--- src/rtl/lvds_ser_pkg.sv ---
package lvds_ser_pkg;
  localparam int COLOR_W    = 6;
  localparam int NUM_DATA   = 3;
  localparam int NUM_SRC    = NUM_DATA + 1;
  localparam int LANE_SLOTS = 7;
  localparam int SRC_SEL_W  = $clog2(NUM_SRC);

  typedef enum logic [SRC_SEL_W-1:0] {
    SRC_RED_LO = 2'd0,
    SRC_GRN_BL = 2'd1,
    SRC_SYNC   = 2'd2,
    SRC_CLOCK  = 2'd3
  } src_code_e;

  typedef struct packed {
    logic               de;
    logic               vsync;
    logic               hsync;
    logic [COLOR_W-1:0] red;
    logic [COLOR_W-1:0] green;
    logic [COLOR_W-1:0] blue;
  } pixel_t;
endpackage

--- src/rtl/ser_slot_ctr.sv ---
module ser_slot_ctr #(
  parameter int SLOTS = 7,
  localparam int CNT_W = $clog2(SLOTS)
) (
  input  logic             clk,
  input  logic             rst,
  input  logic             en,
  output logic             load,
  output logic             strobe_q,
  output logic [CNT_W-1:0] slot_q
);
  localparam logic [CNT_W-1:0] LAST = CNT_W'(SLOTS - 1);

  always_ff @(posedge clk) begin
    if (rst || !en) begin
      slot_q   <= '0;
      strobe_q <= 1'b1;
    end else begin
      slot_q   <= (slot_q == LAST) ? '0 : slot_q + 1'b1;
      strobe_q <= (slot_q == LAST);
    end
  end

  assign load = en && (slot_q == '0);


  slot_range_chk: assert property (@(posedge clk) disable iff (rst)
    slot_q <= LAST);


  strobe_align_chk: assert property (@(posedge clk) disable iff (rst)
    (en && strobe_q) |-> (slot_q == '0));


  slot_wrap_chk: assert property (@(posedge clk) disable iff (rst)
    (en && slot_q == LAST) |=> strobe_q);


  idle_rewind_chk: assert property (@(posedge clk) disable iff (rst)
    !en |=> (slot_q == '0 && strobe_q));
endmodule

--- src/rtl/ser_pixel_pack.sv ---
module ser_pixel_pack
  import lvds_ser_pkg::*;
#(
  parameter int              SLOTS       = LANE_SLOTS,
  parameter logic [SLOTS-1:0] CLK_PATTERN = 7'b1100011
) (
  input  pixel_t                        pix,
  output logic [NUM_SRC-1:0][SLOTS-1:0] words
);
  // Most significant bit of each word is slot 0.
  always_comb begin
    words[SRC_RED_LO] = {pix.green[0], pix.red};
    words[SRC_GRN_BL] = {pix.blue[1:0], pix.green[COLOR_W-1:1]};
    words[SRC_SYNC]   = {pix.de, pix.vsync, pix.hsync, pix.blue[COLOR_W-1:2]};
    words[SRC_CLOCK]  = CLK_PATTERN;
  end
endmodule

--- src/rtl/ser_lane_shift.sv ---
module ser_lane_shift #(
  parameter int SLOTS = 7
) (
  input  logic             clk,
  input  logic             rst,
  input  logic             en,
  input  logic             load,
  input  logic [SLOTS-1:0] din,
  output logic             bit_out
);
  logic [SLOTS-1:0] word_q;

  always_ff @(posedge clk) begin
    if (rst || !en)
      word_q <= '0;
    else if (load)
      word_q <= din;
    else
      word_q <= {word_q[SLOTS-2:0], 1'b0};
  end

  assign bit_out = word_q[SLOTS-1];


  load_capture_chk: assert property (@(posedge clk) disable iff (rst)
    load |=> (word_q == $past(din)));
endmodule

--- src/rtl/ser_lane_xbar.sv ---
module ser_lane_xbar
  import lvds_ser_pkg::*;
#(
  parameter int LANES = NUM_SRC,
  localparam int SEL_W = SRC_SEL_W
) (
  input  logic                   clk,
  input  logic                   rst,
  input  logic                   en,
  input  logic [NUM_SRC-1:0]     src_bits,
  input  logic [LANES*SEL_W-1:0] sel,
  input  logic [LANES-1:0]       inv,
  output logic [LANES-1:0]       lane_q
);
  for (genvar k = 0; k < LANES; k++) begin : g_out
    logic [SEL_W-1:0] pick;
    assign pick = sel[k*SEL_W +: SEL_W];

    always_ff @(posedge clk) begin
      if (rst || !en)
        lane_q[k] <= 1'b0;
      else
        lane_q[k] <= src_bits[pick] ^ inv[k];
    end
  end
endmodule

--- src/rtl/lvds_pixel_serializer.sv ---
module lvds_pixel_serializer
  import lvds_ser_pkg::*;
#(
  parameter int               SLOTS       = LANE_SLOTS,
  parameter int               LANES       = NUM_SRC,
  parameter logic [SLOTS-1:0] CLK_PATTERN = 7'b1100011,
  localparam int SEL_W = SRC_SEL_W,
  localparam int CNT_W = $clog2(SLOTS)
) (
  input  logic                   clk,
  input  logic                   rst,
  input  logic                   en,
  input  logic [COLOR_W-1:0]     pix_red,
  input  logic [COLOR_W-1:0]     pix_green,
  input  logic [COLOR_W-1:0]     pix_blue,
  input  logic                   pix_hsync,
  input  logic                   pix_vsync,
  input  logic                   pix_de,
  input  logic [LANES*SEL_W-1:0] lane_sel,
  input  logic [LANES-1:0]       lane_inv,
  output logic                   pix_strobe,
  output logic [LANES-1:0]       lane_out
);
  pixel_t                        pix;
  logic                          load;
  logic [CNT_W-1:0]              slot;
  logic [NUM_SRC-1:0][SLOTS-1:0] words;
  logic [NUM_SRC-1:0]            src_bits;

  assign pix = '{de: pix_de, vsync: pix_vsync, hsync: pix_hsync,
                 red: pix_red, green: pix_green, blue: pix_blue};

  ser_slot_ctr #(.SLOTS(SLOTS)) u_ctr (
    .clk(clk), .rst(rst), .en(en),
    .load(load), .strobe_q(pix_strobe), .slot_q(slot)
  );

  ser_pixel_pack #(.SLOTS(SLOTS), .CLK_PATTERN(CLK_PATTERN)) u_pack (
    .pix(pix), .words(words)
  );

  for (genvar s = 0; s < NUM_SRC; s++) begin : g_src
    ser_lane_shift #(.SLOTS(SLOTS)) u_shift (
      .clk(clk), .rst(rst), .en(en), .load(load),
      .din(words[s]), .bit_out(src_bits[s])
    );
  end

  ser_lane_xbar #(.LANES(LANES)) u_xbar (
    .clk(clk), .rst(rst), .en(en),
    .src_bits(src_bits), .sel(lane_sel), .inv(lane_inv),
    .lane_q(lane_out)
  );


  disable_low_chk: assert property (@(posedge clk) disable iff (rst)
    !en |=> (lane_out == '0));


  capture_slot_chk: assert property (@(posedge clk) disable iff (rst)
    load |=> (slot == CNT_W'(1) || SLOTS == 1));
endmodule

--- config.mk ---
export PLATFORM = sky130hd
export DESIGN_NAME = lvds_pixel_serializer
export DESIGN_NICKNAME = d
export VERILOG_FILES = /design/src/rtl/lvds_ser_pkg.sv /design/src/rtl/ser_slot_ctr.sv /design/src/rtl/ser_pixel_pack.sv /design/src/rtl/ser_lane_shift.sv /design/src/rtl/ser_lane_xbar.sv /design/src/rtl/lvds_pixel_serializer.sv
export SDC_FILE = /design/constraint.sdc
export NUM_CORES = 1
export LEC_CHECK = 0
export CORE_MARGIN = 4
export CORE_UTILIZATION = 35
export DETAILED_ROUTE_END_ITERATION = 16
export DONT_BUFFER_PORTS = 1
export SETUP_SLACK_MARGIN = 0.02
export SYNTH_ARGS = -nofsm -noshare
export SYNTH_HDL_FRONTEND = slang
export SYNTH_SLANG_ARGS = --single-unit
export TNS_END_PERCENT = 1
--- constraint.sdc ---
create_clock -name clk -period 1.57 [get_ports clk]
set_clock_uncertainty 0.1 [all_clocks]
set_input_delay 0.3925 -clock clk [delete_from_list [all_inputs] [get_ports clk]]
set_output_delay 0.3925 -clock clk [all_outputs]
set_load 0.02 [all_outputs]
==> summary.txt <==
Clock Latency Late Sink = 0.28 ns
Vias in the first global route = 951
Final setup viols = 0
Fin crit share = 85.5%
Max incr delay on CP = 0.33 ns
Initial antenna violation count = 0
Initial core utilization = 37.6%
Worst-path cell chain = inv_1 > ha_1 > nor2b_4 > nand2_1 > a21oi_1
Final Cell Area = 1450 sq um
Worst slew pin tran = 0.470 ns
Fin. Hold Viols = 0
RSZ-0062 raised after global routing = no
ANT cells = 0
Remaining DRCs = 0
Num ports = 41
Maxcap violations = 0
Post-synthesis cell type count = 14
Synth Net Count = 178
CTS clock-pin slew for the worst setup and hold paths = 0.06 ns
Dpl cells = 182
Wirelength per Cell = 13.7 um
Worst setup path class = reg -> reg
Share of cells above drive strength 1 = 10.6%
Core ar. = 3440 sq um
GR Util All Layers = 11.8%
PortBufs = 0
Status = complete, no violations
P&R area growth vs syn = 11.8%
Setup TNS = 0 ns
DIE HEIGHT = 68.8 um
Vias = 917
Root buffer cell = clkbuf_8
Nets@finish = 183
Slack of the worst reg-to-reg path = 0.23 ns
First-pass GRT wire length = 3930 um
Synth Warn # = 0
Syn Area/Cell = 9.32 sq um
Post-route ant nets = 0
Critical Path Source Type = flop
Slew margin rel. = 68.6%
Dpl hpwl = 1730 um
PwrDens = 1160 nW/um^2
CTS tree = built
Seq/Total Area, Yosys = 55.7%
Critical Path Sink Type = flop
H-tree levels = 2
Critical path fanouts, max = 12
FP Rows = 21
FMAX = 745 MHz
Worst hold-check path type = in -> reg
Total CTS buffers = 5
1st-iter DRT viols = 27
Die area = 4740 sq um
Critical Path RT = 1.68 ns
WP data arrival = 1.45 ns
Cells after Synth = 139
Drt pass-1 iters = 4
Max clock buf depth = 2
DP Area = 1360 sq um
Commonest non-fill, non-tap cell in the layout = nand2_1
Max Slew Vio Count = 0
Last weighted congestion value of the routability-driven placer = 0.690
VDD IR max = 0.000572 V
Pin count of the biggest net entering global routing = 28
Post-route minimum period = 1.34 ns
Clk sinks = 36
#FFs+latches synth = 36
Lkg Pwr = 0.607 nW
Vias per inst = 4.88
Most frequent cells in the layout = nand2_1, dfxtp_1, a21oi_1, nor2_1, and3_1
Grt ovf = 0
Post-CTS Hold Buffers = 0
Synthesized cell area = 1290 sq um
CP max-delay cell = nor2b_4
Die width = 68.8 um
Total Routed Length = 2580 um
Final Non-Filler Cells = 188
-- cell type report --
class,instances,area (sq um)
Fill cell,349,1990
Sequential cell,36,721
Multi-Input combinational cell,94,547
Clock buffer,5,68.8
Tap cell,46,57.6
Timing Repair Buffer,4,42.5
Inverter,3,11.3
-- where the power goes --
part           internal (mW)  switching, mW  total [mW]  leakage (nW)
logic                 0.0649         0.0759       0.141         0.276
clock network          0.285          0.274       0.559        0.0359
registers              0.954         0.0236       0.977         0.295
-- through the flow --
stage	utilization [%]	total power [mW]	hold WS, ns	worst slack [ns]
6_report	42.1	1.68	0.145	0.227
3_3_place_gp	39.5	1.12	0.323	-0.0955
3_5_place_dp	39.5	1.13	0.328	-0.147
2_1_floorplan	-	1.10	0.316	0.303
5_1_grt	42.1	1.77	0.138	0.0479
4_1_cts	41.7	1.70	0.134	0.115
-- logic make-up (layout without fill, tap and decap cells) --
kind of cell	Yosys count	count (layout)	synth area share (%)
XOR/XNOR	4	4	2.71
multiplexers	4	4	6.96
buffers and inverters	10	12	3.57
adder cells (fa/ha/maj)	3	3	2.90
AO/OA/AOI/OAI	19	19	7.34
AND/OR/NAND/NOR	63	64	20.9
flip-flops	36	36	55.7
-- worst max-delay path: cells and delay by family (launching register included) --
| family | cells | cell delay (ns) |
|---|---|---|
| fa+ha+maj | 1 | 0.21 |
| compound gates | 1 | 0.14 |
| simple gates | 2 | 0.42 |
| buf+inv | 1 | 0.08 |
| flops | 1 | 0.31 |
-- layer usage --
layer | track usage [%] | vias to the layer above | wire [um] | part of all wire, %
li1 | - | 455 | - | -
met5 | 0 | - | 0 | 0
met2 | 19.7 | 42 | 1180 | 46
met1 | 11.5 | 418 | 1040 | 40
met4 | 5.84 | 0 | 17 | 0.66
met3 | 7.13 | 2 | 339 | 13
-- state kept, by name, summed over array words and instances, names as in the netlist --
signal,count
u_ctr.strobe_q,1
u_ctr.slot_q,3
g_src.u_shift.word_q,28
u_xbar.lane_q,4
-- timing repair --
item,CTS,global route
endpoints found under the setup margin,24,19
gates cloned,0,1
buffers inserted,0,0
gates resized for setup,1,1
-- path summary, 6_finish.rpt --
check	start	end	cells past startpoint
worst min register to register	g_src[1].u_shift.word_q[2]$_SDFF_PP0_	g_src[1].u_shift.word_q[3]$_SDFF_PP0_	2
worst max register to register	u_ctr.slot_q[0]$_SDFF_PP0_	g_src[0].u_shift.word_q[3]$_SDFF_PP0_	5
worst max-delay path	u_ctr.slot_q[0]$_SDFF_PP0_	g_src[0].u_shift.word_q[3]$_SDFF_PP0_	5
worst min-delay path	pix_blue[1]	g_src[1].u_shift.word_q[6]$_SDFF_PP0_	2
-- Yosys cell counts --
library cell	count	share of area (%)
inv_1	3	0.87
ha_1	3	2.9
nand2_1	38	11
nor3b_1	1	0.58
nand2b_1	2	0.97
dfxtp_1	36	56
xnor2_1	4	2.7
buf_2	7	2.7
mux4_2	4	7.0
and3_1	7	3.4
nor2_1	13	3.8
nor2b_1	1	0.48
nor2b_2	1	0.68
a21oi_1	19	7.3
No activity file was read; power rests on OpenSTA's default activity.
